### src/rtl/nand_bus_pkg.sv
package nand_bus_pkg;

  typedef enum logic [2:0] {
    OP_CMD  = 3'd0,
    OP_ADDR = 3'd1,
    OP_WR   = 3'd2,
    OP_RD   = 3'd3,
    OP_WAIT = 3'd4
  } nb_op_e;

  typedef enum logic [2:0] {
    ST_IDLE,
    ST_SETUP,
    ST_LOW,
    ST_HIGH,
    ST_WAIT
  } nb_st_e;

  function automatic int cyc_of(input int ns, input int clk_ns);
    return (ns + clk_ns - 1) / clk_ns;
  endfunction

  function automatic int imax(input int a, input int b);
    return (a > b) ? a : b;
  endfunction

endpackage

### src/rtl/nand_dly_ctr.sv
module nand_dly_ctr #(
  parameter int CW = 4
) (
  input  logic          clk_i,
  input  logic          rst_ni,
  input  logic          load_i,
  input  logic [CW-1:0] val_i,
  output logic          zero_o
);

  logic [CW-1:0] cnt_q;

  always_ff @(posedge clk_i or negedge rst_ni) begin
    if (!rst_ni)         cnt_q <= '0;
    else if (load_i)     cnt_q <= val_i;
    else if (cnt_q != 0) cnt_q <= cnt_q - 1'b1;
  end

  assign zero_o = (cnt_q == '0);

endmodule

### src/rtl/nand_rb_watch.sv
module nand_rb_watch #(
  parameter int TMO_W = 8
) (
  input  logic             clk_i,
  input  logic             rst_ni,
  input  logic             rb_i,
  input  logic             clr_i,
  input  logic [TMO_W-1:0] limit_i,
  output logic             rdy_o,
  output logic             expire_o
);

  logic             s1_q, s2_q;
  logic [TMO_W-1:0] cnt_q;

  always_ff @(posedge clk_i or negedge rst_ni) begin
    if (!rst_ni) begin
      s1_q <= 1'b0;
      s2_q <= 1'b0;
    end else begin
      s1_q <= rb_i;
      s2_q <= s1_q;
    end
  end

  always_ff @(posedge clk_i or negedge rst_ni) begin
    if (!rst_ni)     cnt_q <= '0;
    else if (clr_i)  cnt_q <= '0;
    else             cnt_q <= cnt_q + 1'b1;
  end

  assign rdy_o    = s2_q;
  assign expire_o = (cnt_q == limit_i);


  cnt_bound_chk: assert property (@(posedge clk_i) disable iff (!rst_ni)
    (!clr_i && !$past(clr_i)) |-> (cnt_q <= limit_i));

endmodule

### src/rtl/nand_bus_timer.sv
module nand_bus_timer
  import nand_bus_pkg::*;
#(
  parameter int IO_W        = 8,
  parameter int LEN_W       = 4,
  parameter int TMO_W       = 8,
  parameter int CLK_NS      = 10,
  parameter int CS_CYC      = 1,
  parameter int WP_NS       = 25,
  parameter int WP_LONG_NS  = 35,
  parameter int CS_SHORT_NS = 10,
  parameter int DS_NS       = 20,
  parameter int WH_NS       = 15,
  parameter int HOLD_NS     = 10,
  parameter int WC_NS       = 50,
  parameter int REA_NS      = 30,
  parameter int RP_NS       = 25,
  parameter int REH_NS      = 15,
  parameter int RC_NS       = 50
) (
  input  logic             clk_i,
  input  logic             rst_ni,
  input  logic             req_valid_i,
  output logic             req_ready_o,
  input  logic [2:0]       req_op_i,
  input  logic [LEN_W-1:0] req_len_i,
  input  logic [TMO_W-1:0] tmo_limit_i,
  input  logic [IO_W-1:0]  wr_data_i,
  output logic             wr_take_o,
  output logic [IO_W-1:0]  rd_data_o,
  output logic             rd_valid_o,
  output logic             done_o,
  output logic             tmo_err_o,
  output logic             nand_ce_n_o,
  output logic             nand_cle_o,
  output logic             nand_ale_o,
  output logic             nand_we_n_o,
  output logic             nand_re_n_o,
  output logic [IO_W-1:0]  nand_io_o,
  output logic             nand_io_oe_o,
  input  logic [IO_W-1:0]  nand_io_i,
  input  logic             nand_rb_i
);

  // short CE setup demands the longer write pulse
  localparam int WP_SEL = (CS_CYC * CLK_NS < CS_SHORT_NS) ? WP_LONG_NS : WP_NS;
  localparam int LO_W   = imax(imax(cyc_of(WP_SEL, CLK_NS), cyc_of(DS_NS, CLK_NS)), 1);
  localparam int HI_W   = imax(imax(cyc_of(WH_NS, CLK_NS), cyc_of(HOLD_NS, CLK_NS)),
                               imax(cyc_of(WC_NS, CLK_NS) - LO_W, 1));
  localparam int RL_W   = imax(imax(cyc_of(REA_NS, CLK_NS), cyc_of(RP_NS, CLK_NS)), 1);
  localparam int RH_W   = imax(imax(cyc_of(REH_NS, CLK_NS), cyc_of(RC_NS, CLK_NS) - RL_W), 1);
  localparam int MAXW   = imax(imax(imax(CS_CYC, LO_W), imax(HI_W, RL_W)), RH_W);
  localparam int CW     = $clog2(MAXW + 1);

  localparam logic [CW-1:0] CS_V = CW'(CS_CYC - 1);
  localparam logic [CW-1:0] LO_V = CW'(LO_W - 1);
  localparam logic [CW-1:0] HI_V = CW'(HI_W - 1);
  localparam logic [CW-1:0] RL_V = CW'(RL_W - 1);
  localparam logic [CW-1:0] RH_V = CW'(RH_W - 1);

  nb_st_e           st_q;
  nb_op_e           op_q;
  nb_op_e           op_in;
  logic [LEN_W-1:0] left_q;
  logic             is_rd;
  logic             ph_ld;
  logic [CW-1:0]    ph_val;
  logic             ph_zero;
  logic             rb_rdy, rb_expire;
  logic             bus_op_in;

  assign op_in       = nb_op_e'(req_op_i);
  assign is_rd       = (op_q == OP_RD);
  assign req_ready_o = (st_q == ST_IDLE);
  assign bus_op_in   = (op_in == OP_CMD) || (op_in == OP_ADDR) ||
                       (op_in == OP_WR)  || (op_in == OP_RD);

  always_comb begin
    ph_ld  = 1'b0;
    ph_val = '0;
    unique case (st_q)
      ST_IDLE: if (req_valid_i && bus_op_in) begin
        ph_ld  = 1'b1;
        ph_val = CS_V;
      end
      ST_SETUP: if (ph_zero) begin
        ph_ld  = 1'b1;
        ph_val = is_rd ? RL_V : LO_V;
      end
      ST_LOW: if (ph_zero) begin
        ph_ld  = 1'b1;
        ph_val = is_rd ? RH_V : HI_V;
      end
      ST_HIGH: if (ph_zero && left_q != '0) begin
        ph_ld  = 1'b1;
        ph_val = is_rd ? RL_V : LO_V;
      end
      default: ;
    endcase
  end

  nand_dly_ctr #(.CW(CW)) u_phase (
    .clk_i  (clk_i),
    .rst_ni (rst_ni),
    .load_i (ph_ld),
    .val_i  (ph_val),
    .zero_o (ph_zero)
  );

  nand_rb_watch #(.TMO_W(TMO_W)) u_rb (
    .clk_i    (clk_i),
    .rst_ni   (rst_ni),
    .rb_i     (nand_rb_i),
    .clr_i    (st_q != ST_WAIT),
    .limit_i  (tmo_limit_i),
    .rdy_o    (rb_rdy),
    .expire_o (rb_expire)
  );

  always_ff @(posedge clk_i or negedge rst_ni) begin
    if (!rst_ni) begin
      st_q         <= ST_IDLE;
      op_q         <= OP_CMD;
      left_q       <= '0;
      wr_take_o    <= 1'b0;
      rd_data_o    <= '0;
      rd_valid_o   <= 1'b0;
      done_o       <= 1'b0;
      tmo_err_o    <= 1'b0;
      nand_ce_n_o  <= 1'b1;
      nand_cle_o   <= 1'b0;
      nand_ale_o   <= 1'b0;
      nand_we_n_o  <= 1'b1;
      nand_re_n_o  <= 1'b1;
      nand_io_o    <= '0;
      nand_io_oe_o <= 1'b0;
    end else begin
      wr_take_o  <= 1'b0;
      rd_valid_o <= 1'b0;
      done_o     <= 1'b0;
      tmo_err_o  <= 1'b0;
      unique case (st_q)
        ST_IDLE: if (req_valid_i) begin
          op_q   <= op_in;
          left_q <= (op_in == OP_CMD) ? '0 : req_len_i;
          if (bus_op_in) begin
            st_q         <= ST_SETUP;
            nand_ce_n_o  <= 1'b0;
            nand_cle_o   <= (op_in == OP_CMD);
            nand_ale_o   <= (op_in == OP_ADDR);
            nand_io_oe_o <= (op_in != OP_RD);
          end else if (op_in == OP_WAIT) begin
            st_q <= ST_WAIT;
          end else begin
            done_o <= 1'b1;
          end
        end
        ST_SETUP: if (ph_zero) begin
          st_q <= ST_LOW;
          if (is_rd) begin
            nand_re_n_o <= 1'b0;
          end else begin
            nand_we_n_o <= 1'b0;
            nand_io_o   <= wr_data_i;
            wr_take_o   <= 1'b1;
          end
        end
        ST_LOW: if (ph_zero) begin
          st_q        <= ST_HIGH;
          nand_we_n_o <= 1'b1;
          nand_re_n_o <= 1'b1;
          if (is_rd) begin
            rd_data_o  <= nand_io_i;
            rd_valid_o <= 1'b1;
          end
        end
        ST_HIGH: if (ph_zero) begin
          if (left_q != '0) begin
            left_q <= left_q - 1'b1;
            st_q   <= ST_LOW;
            if (is_rd) begin
              nand_re_n_o <= 1'b0;
            end else begin
              nand_we_n_o <= 1'b0;
              nand_io_o   <= wr_data_i;
              wr_take_o   <= 1'b1;
            end
          end else begin
            st_q         <= ST_IDLE;
            done_o       <= 1'b1;
            nand_ce_n_o  <= 1'b1;
            nand_cle_o   <= 1'b0;
            nand_ale_o   <= 1'b0;
            nand_io_oe_o <= 1'b0;
          end
        end
        ST_WAIT: begin
          if (rb_rdy) begin
            st_q   <= ST_IDLE;
            done_o <= 1'b1;
          end else if (rb_expire) begin
            st_q      <= ST_IDLE;
            done_o    <= 1'b1;
            tmo_err_o <= 1'b1;
          end
        end
        default: st_q <= ST_IDLE;
      endcase
    end
  end

  // checker-side run length of the write strobe
  logic [CW:0] we_lo_q;
  always_ff @(posedge clk_i or negedge rst_ni) begin
    if (!rst_ni)           we_lo_q <= '0;
    else if (!nand_we_n_o) we_lo_q <= we_lo_q + 1'b1;
    else                   we_lo_q <= '0;
  end


  we_low_width_chk: assert property (@(posedge clk_i) disable iff (!rst_ni)
    $rose(nand_we_n_o) |-> (we_lo_q == (CW+1)'(LO_W)));


  strobe_excl_chk: assert property (@(posedge clk_i) disable iff (!rst_ni)
    !(!nand_we_n_o && !nand_re_n_o));


  we_select_chk: assert property (@(posedge clk_i) disable iff (!rst_ni)
    !nand_we_n_o |-> (!nand_ce_n_o && nand_io_oe_o && !(nand_cle_o && nand_ale_o)));


  low_stable_chk: assert property (@(posedge clk_i) disable iff (!rst_ni)
    (!nand_we_n_o && $past(!nand_we_n_o)) |->
      ($stable(nand_cle_o) && $stable(nand_ale_o) && $stable(nand_io_o)));


  rd_tristate_chk: assert property (@(posedge clk_i) disable iff (!rst_ni)
    !nand_re_n_o |-> !nand_io_oe_o);


  done_pulse_chk: assert property (@(posedge clk_i) disable iff (!rst_ni)
    done_o |=> !done_o);


  tmo_with_done_chk: assert property (@(posedge clk_i) disable iff (!rst_ni)
    tmo_err_o |-> done_o);

endmodule

### config.mk
export PLATFORM = sky130hd
export DESIGN_NAME = nand_bus_timer
export DESIGN_NICKNAME = d
export VERILOG_FILES = /design/src/rtl/nand_bus_pkg.sv /design/src/rtl/nand_dly_ctr.sv /design/src/rtl/nand_rb_watch.sv /design/src/rtl/nand_bus_timer.sv
export SDC_FILE = /design/constraint.sdc
export NUM_CORES = 1
export LEC_CHECK = 0
export BUFFER_PORTS_ARGS = -buffer_cell sky130_fd_sc_hd__buf_2
export CORE_MARGIN = 2
export CORE_UTILIZATION = 46
export DETAILED_ROUTE_END_ITERATION = 10
export PLACE_DENSITY = 0.75
export SYNTH_ARGS = -nofsm -noshare
export SYNTH_HDL_FRONTEND = slang
export SYNTH_SLANG_ARGS = --single-unit
### constraint.sdc
create_clock -name clk_i -period 1.93 [get_ports clk_i]
set_clock_uncertainty 0.1 [all_clocks]
set_input_delay 0.0965 -clock clk_i [delete_from_list [all_inputs] [get_ports clk_i]]
set_output_delay 0.0965 -clock clk_i [all_outputs]
set_load 0.01 [all_outputs]
-- Yosys cells after proc, flatten, opt, wreduce, memory -nomap -nowiden
Cells that the tools add are included.
- eq/ne operators: 21
- reduce and logical (&&, ||, !) cells: 22
- $add $sub $neg: 3
- multiplexer cells: 76
- operators by type and width (operator ; number):
    $mux 1 ; 41
    $mux 8 ; 5
    $mux 3 ; 8
    $mux 4 ; 4
    $pmux 8 s2 ; 1
    $eq 3x2->1 const B ; 5
    $pmux 3 s5 ; 1
    $ne 2x2->1 const B ; 6
    $pmux 1 s3 ; 4
    $mux 2 ; 5
    $pmux 1 s2 ; 5
    $reduce_and 5->1 ; 2
    $add 8x1->8 const B ; 1
    $eq 8x8->1 ; 1
    $pmux 4 s2 ; 1
    $reduce_and 4->1 ; 2
    $reduce_bool 2->1 ; 4
    $eq 3x1->1 const B ; 2
    $eq 3x3->1 const B ; 2
    $logic_not 3->1 ; 2
    $ne 3x2->1 const B ; 2
    $pmux 2 s3 ; 1
    $reduce_and 6->1 ; 1
    $reduce_bool 4->1 ; 1
    12 further kinds ; 15
- output and inout port bits: 27
- register bits: 48

-- Depth between registers and ports, before layout
Gate-level depths: netlist of run 1.
- depth in word-level cells: 8
- depth in mapped cells: 7
- mapped depth without buffers: 6

-- By module
Synthesis of run 1 repeated with hierarchy kept, for this count alone.
- cells, all modules: 202
- area, all modules: 2257.2 um^2
- modules (own cells, without submodules) (module ; cells each ; sequential area each (um^2) ; instances ; area an instance (um^2)):
    nand_bus_timer ; 142 ; 904.6 ; 1 ; 1635.3
    nand_rb_watch ; 48 ; 250.2 ; 1 ; 498.0
    nand_dly_ctr ; 12 ; 50.0 ; 1 ; 123.9

-- Worst setup path before layout of run 1
No wires, ideal clock.
- kind: register to register
- from: register left_q[0]
- to: register nand_io_oe_o
- data arrival time: 1.722 ns
- data required time: 1.709 ns
- path buffers: 0
- setup slack: -0.013 ns
- cell stages (with the launch flop): 7
- cell sequence: dfrtp_1 inv_1 ha_1 nor3b_2 or4b_1 a22o_1 a22o_1
- cells in the longest elaborated chain, start to end: 3
- RTL lines (item ; line ; source):
    start: declaration ; nand_bus_timer.sv:64 ; logic [LEN_W-1:0] left_q;
    start signal: assignment ; nand_bus_timer.sv:145 ; left_q <= (op_in == OP_CMD) ? '0 : req_len_i;
    start signal: assignment ; nand_bus_timer.sv:179 ; left_q <= left_q - 1'b1;
    $reduce_bool 4->1 ; nand_bus_timer.sv:178 ; if (left_q != '0) begin
    $ne 2x2->1 (no source line) ; -- ;
    $reduce_and 5->1 (no source line) ; -- ;
    end signal: assignment ; nand_bus_timer.sv:151 ; nand_io_oe_o <= (op_in != OP_RD);
    end: declaration ; nand_bus_timer.sv:40 ; output logic nand_io_oe_o,
No other way between the ends.
A chain may end at the register's enable or synchronous reset.

-- Worst setup path in the final report of run 1
- from: register left_q[0]
- to: register nand_ale_o
- cells in the longest elaborated chain, start to end: 3
- RTL lines (item ; line ; source):
    $reduce_bool 4->1 ; nand_bus_timer.sv:178 ;
    $ne 2x2->1 (no source line) ; -- ;
    $reduce_and 5->1 (no source line) ; -- ;
    end signal: assignment ; nand_bus_timer.sv:150 ; nand_ale_o <= (op_in == OP_ADDR);
    end: declaration ; nand_bus_timer.sv:36 ; output logic nand_ale_o,
No other way between the ends.

==> results.cfg, run 1 <==
[outcome]
status = finished with violations
violations = setup timing

[logic_synthesis]
netlist_area_um2 = 2172
synthTopCellsByArea = dfrtp_1 52%, mux2_2 8.3%, xor2_1 5.2%
yosysWarnings = 0
ys_seq_elements = 48
avgSynthCellArea_um2 = 11.49
syn_inst = 189
post_synth_num_cell_types = 43
seq_area_frac_synth_pct = 55.47
synth_top_area_share_pct = 51.84
synth_top_area_cell = dfrtp_1
syn_nets = 227

[layout]
area_delta_synth_final_pct = 39.86
n_antenna_cell = 0
drive_above_1_share_pct = 39.46
fin_nets = 331
design_area_um2 = 3038
finalNonFillerCells = 346

[routing]
firstDrtPassIters = 4
postRouteWirelength_um = 4673
met1_length_um = 2078
via_per_inst = 5.046
drt_iter0_markers = 72
highest_layer = met4
ant_nets = 0
wl_per_cell_um = 13.51
wl_met3_um = 221
wl_met2_um = 2315
drc_errors = 0
via_count = 1746

[floorplan]
die_w_um = 72.72
die_area_um2 = 5287
coreArea_um2 = 4444
ioPinCount = 62
die_h_um = 72.72
placementRows = 24
initial_utilization_pct = 48.87

[setup_path]
cp_num_buf_inv = 1
r2r-start = left_q[0]
r2r_end = nand_ale_o
cp_max_fo = 4
reg2reg_slack_ns = -0.03
cp.required_ns = 2.02
reg2reg_depth = 6
cpPeakStageDelay_ns = 0.50
crit_path_end_kind = flop
worst_setup_path_start_kind = flop
crit_chain = inv_2 > ha_4 > nor3b_4 > or4b_4 > a22o_4 > a32o_1
crit_type = reg2reg
slowest_stage = or4b_4
worst_ep_arrival_time_ns = 2.05
crit_family = simple AND/OR/NAND/NOR gates

[min_path]
hold-path-endpoint = left_q[2]
hold_depth = 3
worstHoldPathType = in2reg
hold_start = req_len_i[2]

[grt]
gr-total-overflow = 0
grt_max_degree = 49
antenna_found_initial = 0
grt_pass1_vias = 1788
track_usage_pct = 19.53
grt_pass1_wl_um = 7928

[sta]
fin_tns_setup_ns = -0.04749
slew_headroom_pct = 71.42
final-setup-viol-count = 2
fmax_ghz = 0.5107
grt_setup_unrepaired = true
worstMarginPinSlew_ns = 0.4248
maxSlewViolCount = 0
period_minus_slack_ns = 1.958
final.setup.worst_slack_ns = -0.02822
whs_ns = 0.04582
hold_violations = 0
fin_crit_sh_pct = 101.5

[place]
place_congestion = 0.7790
dpl_worst_slack_ns = -0.04932
place_area_um2 = 2643
dp_cells = 311
post-dp-hpwl_um = 3031
port_buffers = 61

[clock_network]
cts_tree = yes
clock_sinks = 48
cts_root_buf = clkbuf_8
cts-buffers-inserted = 5
clock_latency_ns = 0.30
cts.clk_slew.worst_paths_ns = 0.08
clk_path_buf_depth = 2
htreeDepth = 2

[pwr]
peakVddDrop_v = 0.0006493
leakage_nw = 1.521
pwr_density_cell_nw_per_um2 = 1219

[flow_run]
drv_cap = 0
logic make-up after synthesis:
group / after synthesis / share of synthesized area (%)
AO/OA/AOI/OAI: 30 / 9.390
XOR/XNOR: 14 / 5.645
adder cells (fa/ha/maj): 3 / 1.728
buffers and inverters: 15 / 3.514
flip-flops: 48 / 55.47
multiplexers: 17 / 8.756
AND/OR/NAND/NOR: 62 / 15.50
synth_stat cells:
cell and number:
o41a_1 1, a221oi_1 1, buf_2 1, nand2b_1 1, buf_6 2, a21oi_1 7
a311oi_1 1, nand2_1 12, o21ai_0 7, o21a_1 2, a211o_1 1, nor2_1 18
o2bb2ai_1 2, nor3b_2 1, a22o_1 2, o221ai_1 1, or3b_4 1, xnor2_1 1
xor2_1 13, o311ai_0 1, or4b_4 1, nor3b_1 2, nor3_4 1, or3b_2 1
and3_1 3, nand3_1 9, dfstp_2 3, or3_1 1, nand3b_1 2, nor3_1 4
nor4_1 2, or4b_1 1, a32o_1 1, and2_1 1, nor2_2 1, inv_1 10
a31oi_1 3, buf_4 1, dfrtp_1 45, clkbuf_1 1, mux2_2 16, mux2i_1 1
ha_1 3
how the worst max path moves through the flow:
stage | depth (start not counted) | endpoint | from
floorplan | 6 | nand_io_oe_o | left_q[0]
global placement | 6 | nand_io_oe_o | left_q[1]
detailed placement | 6 | nand_io_oe_o | left_q[1]
CTS | 6 | nand_io_oe_o | left_q[1]
global route | 6 | nand_io_oe_o | left_q[0]
finish | 6 | nand_ale_o | left_q[0]
layer usage:
metal	vias up	global-route usage, %
met5	-	0
met4	0	5.556
met3	6	5.663
met2	44	33.84
met1	827	23.72
li1	869	-
sequential cells by signal (all words and copies together), names as in the netlist, 2 cells and up:
register       flops
left_q             4
nand_io_o          8
op_q               3
rd_data_o          8
st_q               3
u_phase.cnt_q      2
u_rb.cnt_q         8
final cells by class:
cell class              instances  area [um^2]
clock buffers                   7        86.33
repair buffers                102        704.4
flip-flops and latches         48         1206
clock inverters                 1        7.507
well taps                      52        65.06
fillers                       355         1406
multi-input cells             126        930.9
inverters                      10        37.54
placed cells by master (no fill, tap or decap), types with 2 or more instances in the layout:
cell           Yosys  final
a31oi_1            3      3
or4b_4             1      2
a21oi_1            7      6
o21a_1             2      2
buf_4              1     13
nand3b_1           2      2
inv_1             10      8
inv_2              0      2
nor4_1             2      2
clkbuf_8           0      6
mux2_2            16     16
dlygate4sd3_1      0     25
buf_2              1     61
nor3b_1            2      2
nor2_1            18     18
buf_12             0      2
dfrtp_1           45     44
and3_1             3      3
o21ai_0            7      5
dfstp_2            3      3
o21ai_1            0      2
o2bb2ai_1          2      2
nand3_1            9      9
nor3_1             4      4
nand2_1           12     12
ha_1               3      2
xor2_1            13     13
stage by stage:
stage          util (%)  total power, W
2_1_floorplan         -        0.002434
3_3_place_gp      59.46        0.002915
3_5_place_dp      59.46        0.002960
4_1_cts           67.68        0.003668
5_1_grt           68.36        0.003968
6_report          68.36        0.003703
worst reg2reg max path: stages (launching register included):
cell and delay, ns:
dfrtp_1 0.40, inv_2 0.08, ha_4 0.13, nor3b_4 0.19
or4b_4 0.50, a22o_4 0.25, a32o_1 0.21
where the power goes:
part	switching, W	leakage [nW]	internal (W)
Sequential	0.000199	0.610	0.00133
Combinational	0.000748	0.866	0.000809
Clock	0.000324	0.0445	0.000291
timing repair:
item                                    in CTS  in global routing
hold endpoints to repair                    74                  0
resized for setup                            4                  7
pin swaps                                    2                  1
setup buffers                                1                  1
hold buffers                                25                  0
endpoints found under the setup margin       2                 17
Note: power is estimated with default switching activity, not from simulation.
==> run 2: changes to the inputs <==
- CORE_UTILIZATION: 46 -> 55
- PLACE_DENSITY: 0.75 -> 0.84
- clock period: 1.93 -> 2.3 ns (I/O delays scaled with it)
==> run 2 against run 1 <==
  * Sequential cell count stayed put
  * Power is 20% lower
  * Core utilization is 8.6 points higher
  * Highest routed layer unchanged
  * Largest cell class unchanged
  * Setup slack better by 0.20 ns
  * Wire length is 4.8% lower
  * The run now ends clean
  * Register-to-register slack better by 0.20 ns
==> results.cfg, run 2 (synthesis gave the netlist of run 1 again) <==
[sta]
slew_headroom_pct = 71.48
fmax_ghz = 0.4709
final-setup-viol-count = 0
worstMarginPinSlew_ns = 0.4264
grt_setup_unrepaired = false
hold_violations = 0
maxSlewViolCount = 0
fin_tns_setup_ns = 0
fin_crit_sh_pct = 92.33
whs_ns = 0.02455
period_minus_slack_ns = 2.124

[clock_network]
cts-buffers-inserted = 5
cts_resized = 0
clk_path_buf_depth = 2
clock_sinks = 48
cts_tree = yes
cts_root_buf = clkbuf_8
clock_latency_ns = 0.30
cts.clk_slew.worst_paths_ns = 0.08
htreeDepth = 2

[flow_run]
drv_cap = 0

[layout]
drive_above_1_share_pct = 34.53
fin_nets = 315
mostFrequentLayoutCells = 61 x buf_2, 45 x dfrtp_1, 22 x dlygate4sd3_1, 18 x nor2_1, 16 x mux2_2
num-fill-cells = 243
n_antenna_cell = 0
top_regs = nand_io_o: 8 flops, rd_data_o: 8 flops, u_rb.cnt_q: 8 flops
area_delta_synth_final_pct = 31.74
layout_commonest_cell = buf_2

[place]
post-dp-hpwl_um = 2914
port_buffers = 61
place_congestion = 0.7807

[setup_path]
worst_ep_arrival_time_ns = 2.22
cp.required_ns = 2.39
r2r-start = left_q[0]
cp_max_fo = 4
r2r_end = nand_io_oe_o
crit_path_end_kind = flop
worst_setup_path_start_kind = flop
crit_type = reg2reg
reg2reg_slack_ns = 0.18
reg2reg_depth = 6

[pwr]
p_sw_w = 0.001005
netSwitchingFraction_pct = 33.79
leakage_nw = 1.451
peakVddDrop_v = 0.0007144
p_seq_share_pct = 43.5
pwr_density_cell_nw_per_um2 = 1039
finalPower_w = 0.002974
intPower_w = 0.001969
power_frac_comb_pct = 36.7
pwr-share-clk_pct = 19.8

[routing]
drc_errors = 0
firstDrtPassIters = 5
ant_nets = 0
wl_per_cell_um = 13.65
via_per_inst = 5.304
postRouteWirelength_um = 4451
via_count = 1729
drt_iter0_markers = 101

[grt]
track_usage_pct = 22.89
grt_pass1_vias = 1701
antenna_found_initial = 0
grt_max_degree = 49
grt_pass1_wl_um = 7569
gr-total-overflow = 0

[outcome]
status = finished clean

[floorplan]
placementRows = 22
coreArea_um2 = 3716
die_area_um2 = 4468
die_h_um = 66.84
die_w_um = 66.84
ioPinCount = 62
initial_utilization_pct = 58.45

[min_path]
hold_start = req_op_i[1]
hold-path-endpoint = nand_io_oe_o
hold_depth = 3
worstHoldPathType = in2reg
run 2: changes by cell type in the layout (fill, tap and decap cells not counted), sizes merged:
cell	change
clkinv	+1
dlygate4sd3	-3
clkinvlp	-1
buf	-13
bufinv	+1
clkbuf	-1
run 2: per-stage QoR:
stage	std cells	area (um^2)	utilization (%)	worst slack (ns)
2_1_floorplan	189	2172	-	0.3571
3_3_place_gp	296	2534	68.18	0.2682
3_5_place_dp	296	2534	68.18	0.2134
4_1_cts	325	2851	76.73	0.1854
5_1_grt	326	2861	77.00	0.08934
6_report	326	2861	77.00	0.1763
run 2: power by group through the flow:
stage / combinational [W] / sequential [W] / clock (W)
after CTS: 0.00109 / 0.00129 / 0.000598
final: 0.00109 / 0.00129 / 0.000589
after detailed placement: 0.00106 / 0.00130 / 0
after global placement: 0.00103 / 0.00128 / 0
after global routing: 0.00123 / 0.00133 / 0.000643
after floorplan: 0.000704 / 0.00132 / 0
run 2: worst max path at each step:
stage | to | cells after the start | start | slack, ns
global placement | nand_io_oe_o | 6 | left_q[0] | 0.27
floorplan | nand_io_oe_o | 6 | left_q[0] | 0.36
global route | nand_io_oe_o | 6 | left_q[0] | 0.09
finish | nand_io_oe_o | 6 | left_q[0] | 0.18
detailed placement | nand_io_oe_o | 6 | left_q[0] | 0.21
CTS | nand_io_oe_o | 6 | left_q[0] | 0.19
run 2: critical path, stage by stage (launching register included):
cell and delay (ns):
dfrtp_1 0.41, inv_1 0.07, ha_1 0.16, nor3b_2 0.28, or4b_1 0.51, a22o_1 0.25, a22o_1 0.24
run 2: area by class of cell:
type / count / area [um^2] / area share, %
clock buffer: 6 / 72.57 / 2.536
clock inverter: 2 / 35.03 / 1.224
inverter: 10 / 37.54 / 1.312
multi-input combinational: 126 / 890.9 / 31.13
sequential: 48 / 1205 / 42.11
tap: 48 / 60.06 / 2.099
timing repair buffer: 86 / 560.5 / 19.59
run 2: what timing repair did:
item / 4_1_cts / 5_1_grt
endpoints found under the setup margin: 0 / 0
setup buffers: 0 / 0
endpoints found under the hold margin: 68 / 1
hold buffers: 21 / 1
run 2: metal layers:
metal | up-vias | track usage [%] | part of all wire, %
met5 | - | 0 | 0
met4 | 0 | 7.398 | 1.1
met3 | 8 | 7.601 | 6.4
met2 | 58 | 37.38 | 50
met1 | 828 | 28.77 | 42
li1 | 835 | - | -
==> run 3: changes to the inputs <==
- CORE_ASPECT_RATIO: default -> 0.6
==> run 3 against run 2 <==
  * Non-clock buffer count rose by 1
  * Global-route usage grew 0.14 points
  * Setup slack got worse by 0.017 ns
  * Power down 0.77%
  * Hold slack worse by 0.0091 ns
  * Sequential power is essentially flat
==> results.cfg, run 3 (synthesis gave the netlist of run 1 again) <==
[clock_network]
cts_root_buf = clkbuf_8
clk_path_buf_depth = 2
cts_tree = yes
cts-buffers-inserted = 5
cts_resized = 0
clock_sinks = 48
clock_latency_ns = 0.30
htreeDepth = 2
cts.clk_slew.worst_paths_ns = 0.09

[outcome]
status = finished clean

[grt]
gr-total-overflow = 0
antenna_found_initial = 0
track_usage_pct = 23.03
grt_max_degree = 23
grt_pass1_vias = 1732
grt_pass1_wl_um = 7838

[routing]
via_per_inst = 5.288
firstDrtPassIters = 5
drt_iter0_markers = 87
drc_errors = 0
via_count = 1724
ant_nets = 0
wl_per_cell_um = 14.71
postRouteWirelength_um = 4794

[min_path]
worstHoldPathType = in2reg

[layout]
drive_above_1_share_pct = 35.48
finalNonFillerCells = 326
mostFrequentLayoutCells = 61 x buf_2, 45 x dfrtp_1, 21 x dlygate4sd3_1, 18 x nor2_1, 16 x mux2_2
final_util_pct = 76.34
top_regs = nand_io_o: 8 flops, rd_data_o: 8 flops, u_rb.cnt_q: 8 flops
layout_commonest_cell = buf_2
area_delta_synth_final_pct = 30.82
fin_nets = 316
n_antenna_cell = 0

[sta]
period_minus_slack_ns = 2.141
fin_tns_setup_ns = 0
fin_crit_sh_pct = 93.08
grt_setup_unrepaired = false
worstMarginPinSlew_ns = 0.4686
slew_headroom_pct = 68.76
hold_violations = 0
final-setup-viol-count = 0
maxSlewViolCount = 0
fmax_ghz = 0.4671

[floorplan]
die_area_um2 = 4484
die_h_um = 52.68
die_w_um = 85.13
placementRows = 17
ioPinCount = 62
coreArea_um2 = 3722
initial_utilization_pct = 58.35

[place]
port_buffers = 61
dp_cells = 297
place_congestion = 0.8185
post-dp-hpwl_um = 3232

[flow_run]
drv_cap = 0

[setup_path]
worst_setup_path_start_kind = flop
cp_max_fo = 4
crit_type = reg2reg
worst_ep_arrival_time_ns = 2.23
crit_path_end_kind = flop
cp.required_ns = 2.39

[pwr]
pwr_density_cell_nw_per_um2 = 1039
leakage_nw = 1.448
peakVddDrop_v = 0.0007196
==> run 3: cell count changes in the layout (fill, tap and decap cells not counted), sizes merged <==
cell / previous run / this run
bufinv: 1 / 0
dlygate4sd3: 22 / 21
buf: 64 / 66
inv: 10 / 11
==> run 3: cell type report <==
class / instances / area [um^2]
fillers: 252 / 880.8
flip-flops and latches: 48 / 1205
clock buffers: 6 / 82.58
well taps: 47 / 58.81
multi-input cells: 126 / 890.9
clock inverters: 2 / 13.76
inverters: 10 / 37.54
repair buffers: 87 / 553.0
==> run 3: per-layer routing <==
layer / GRT usage (%) / routed length [um]
met5: 0 / 0
met4: 7.407 / 41
met3: 7.559 / 346
met2: 37.89 / 2223
met1: 29.29 / 2182
==> run 3: path summary, 6_finish.rpt <==
| path | startpoint | end | slack, ns | depth (start not counted) |
|---|---|---|---|---|
| max in group asynchronous | rst_ni | st_q[0] | 1.34 | 3 |
| worst min register to register | u_rb.s1_q | u_rb.rdy_o | 0.27 | 0 |
| worst min-delay path | req_valid_i | st_q[2] | 0.02 | 3 |
| min in group asynchronous | rst_ni | tmo_err_o | 0.19 | 2 |
| worst max register to register | left_q[0] | nand_io_oe_o | 0.16 | 6 |
| worst max-delay path | left_q[0] | nand_io_oe_o | 0.16 | 6 |
==> run 3: critical path, stage by stage, from the launching register on <==
cell	delay, ns
dfrtp_1	0.41
inv_1	0.07
ha_1	0.17
nor3b_2	0.29
or4b_1	0.50
a22o_1	0.25
a22o_1	0.25
==> run 3: per-stage QoR <==
stage / hold WS, ns / cell area (um^2) / power (W) / setup WS, ns
after floorplan: -0.2806 / 2172 / 0.002026 / 0.3571
after global placement: -0.0006107 / 2535 / 0.002342 / 0.2592
after detailed placement: 0.001670 / 2535 / 0.002387 / 0.1843
after CTS: 0.003091 / 2831 / 0.002950 / 0.1651
after global routing: 0.02829 / 2841 / 0.003160 / 0.06772
final: 0.01543 / 2841 / 0.002951 / 0.1592
==> run 3: where the power goes <==
part,switching (W),leakage [nW],internal [W]
logic,0.000586,0.785,0.000546
registers,0.000180,0.611,0.00111
clock network,0.000279,0.0516,0.000246
==> run 3: what timing repair did <==
action	in CTS	in global routing
setup buffers	0	0
hold endpoints to repair	36	1
hold buffers	20	1
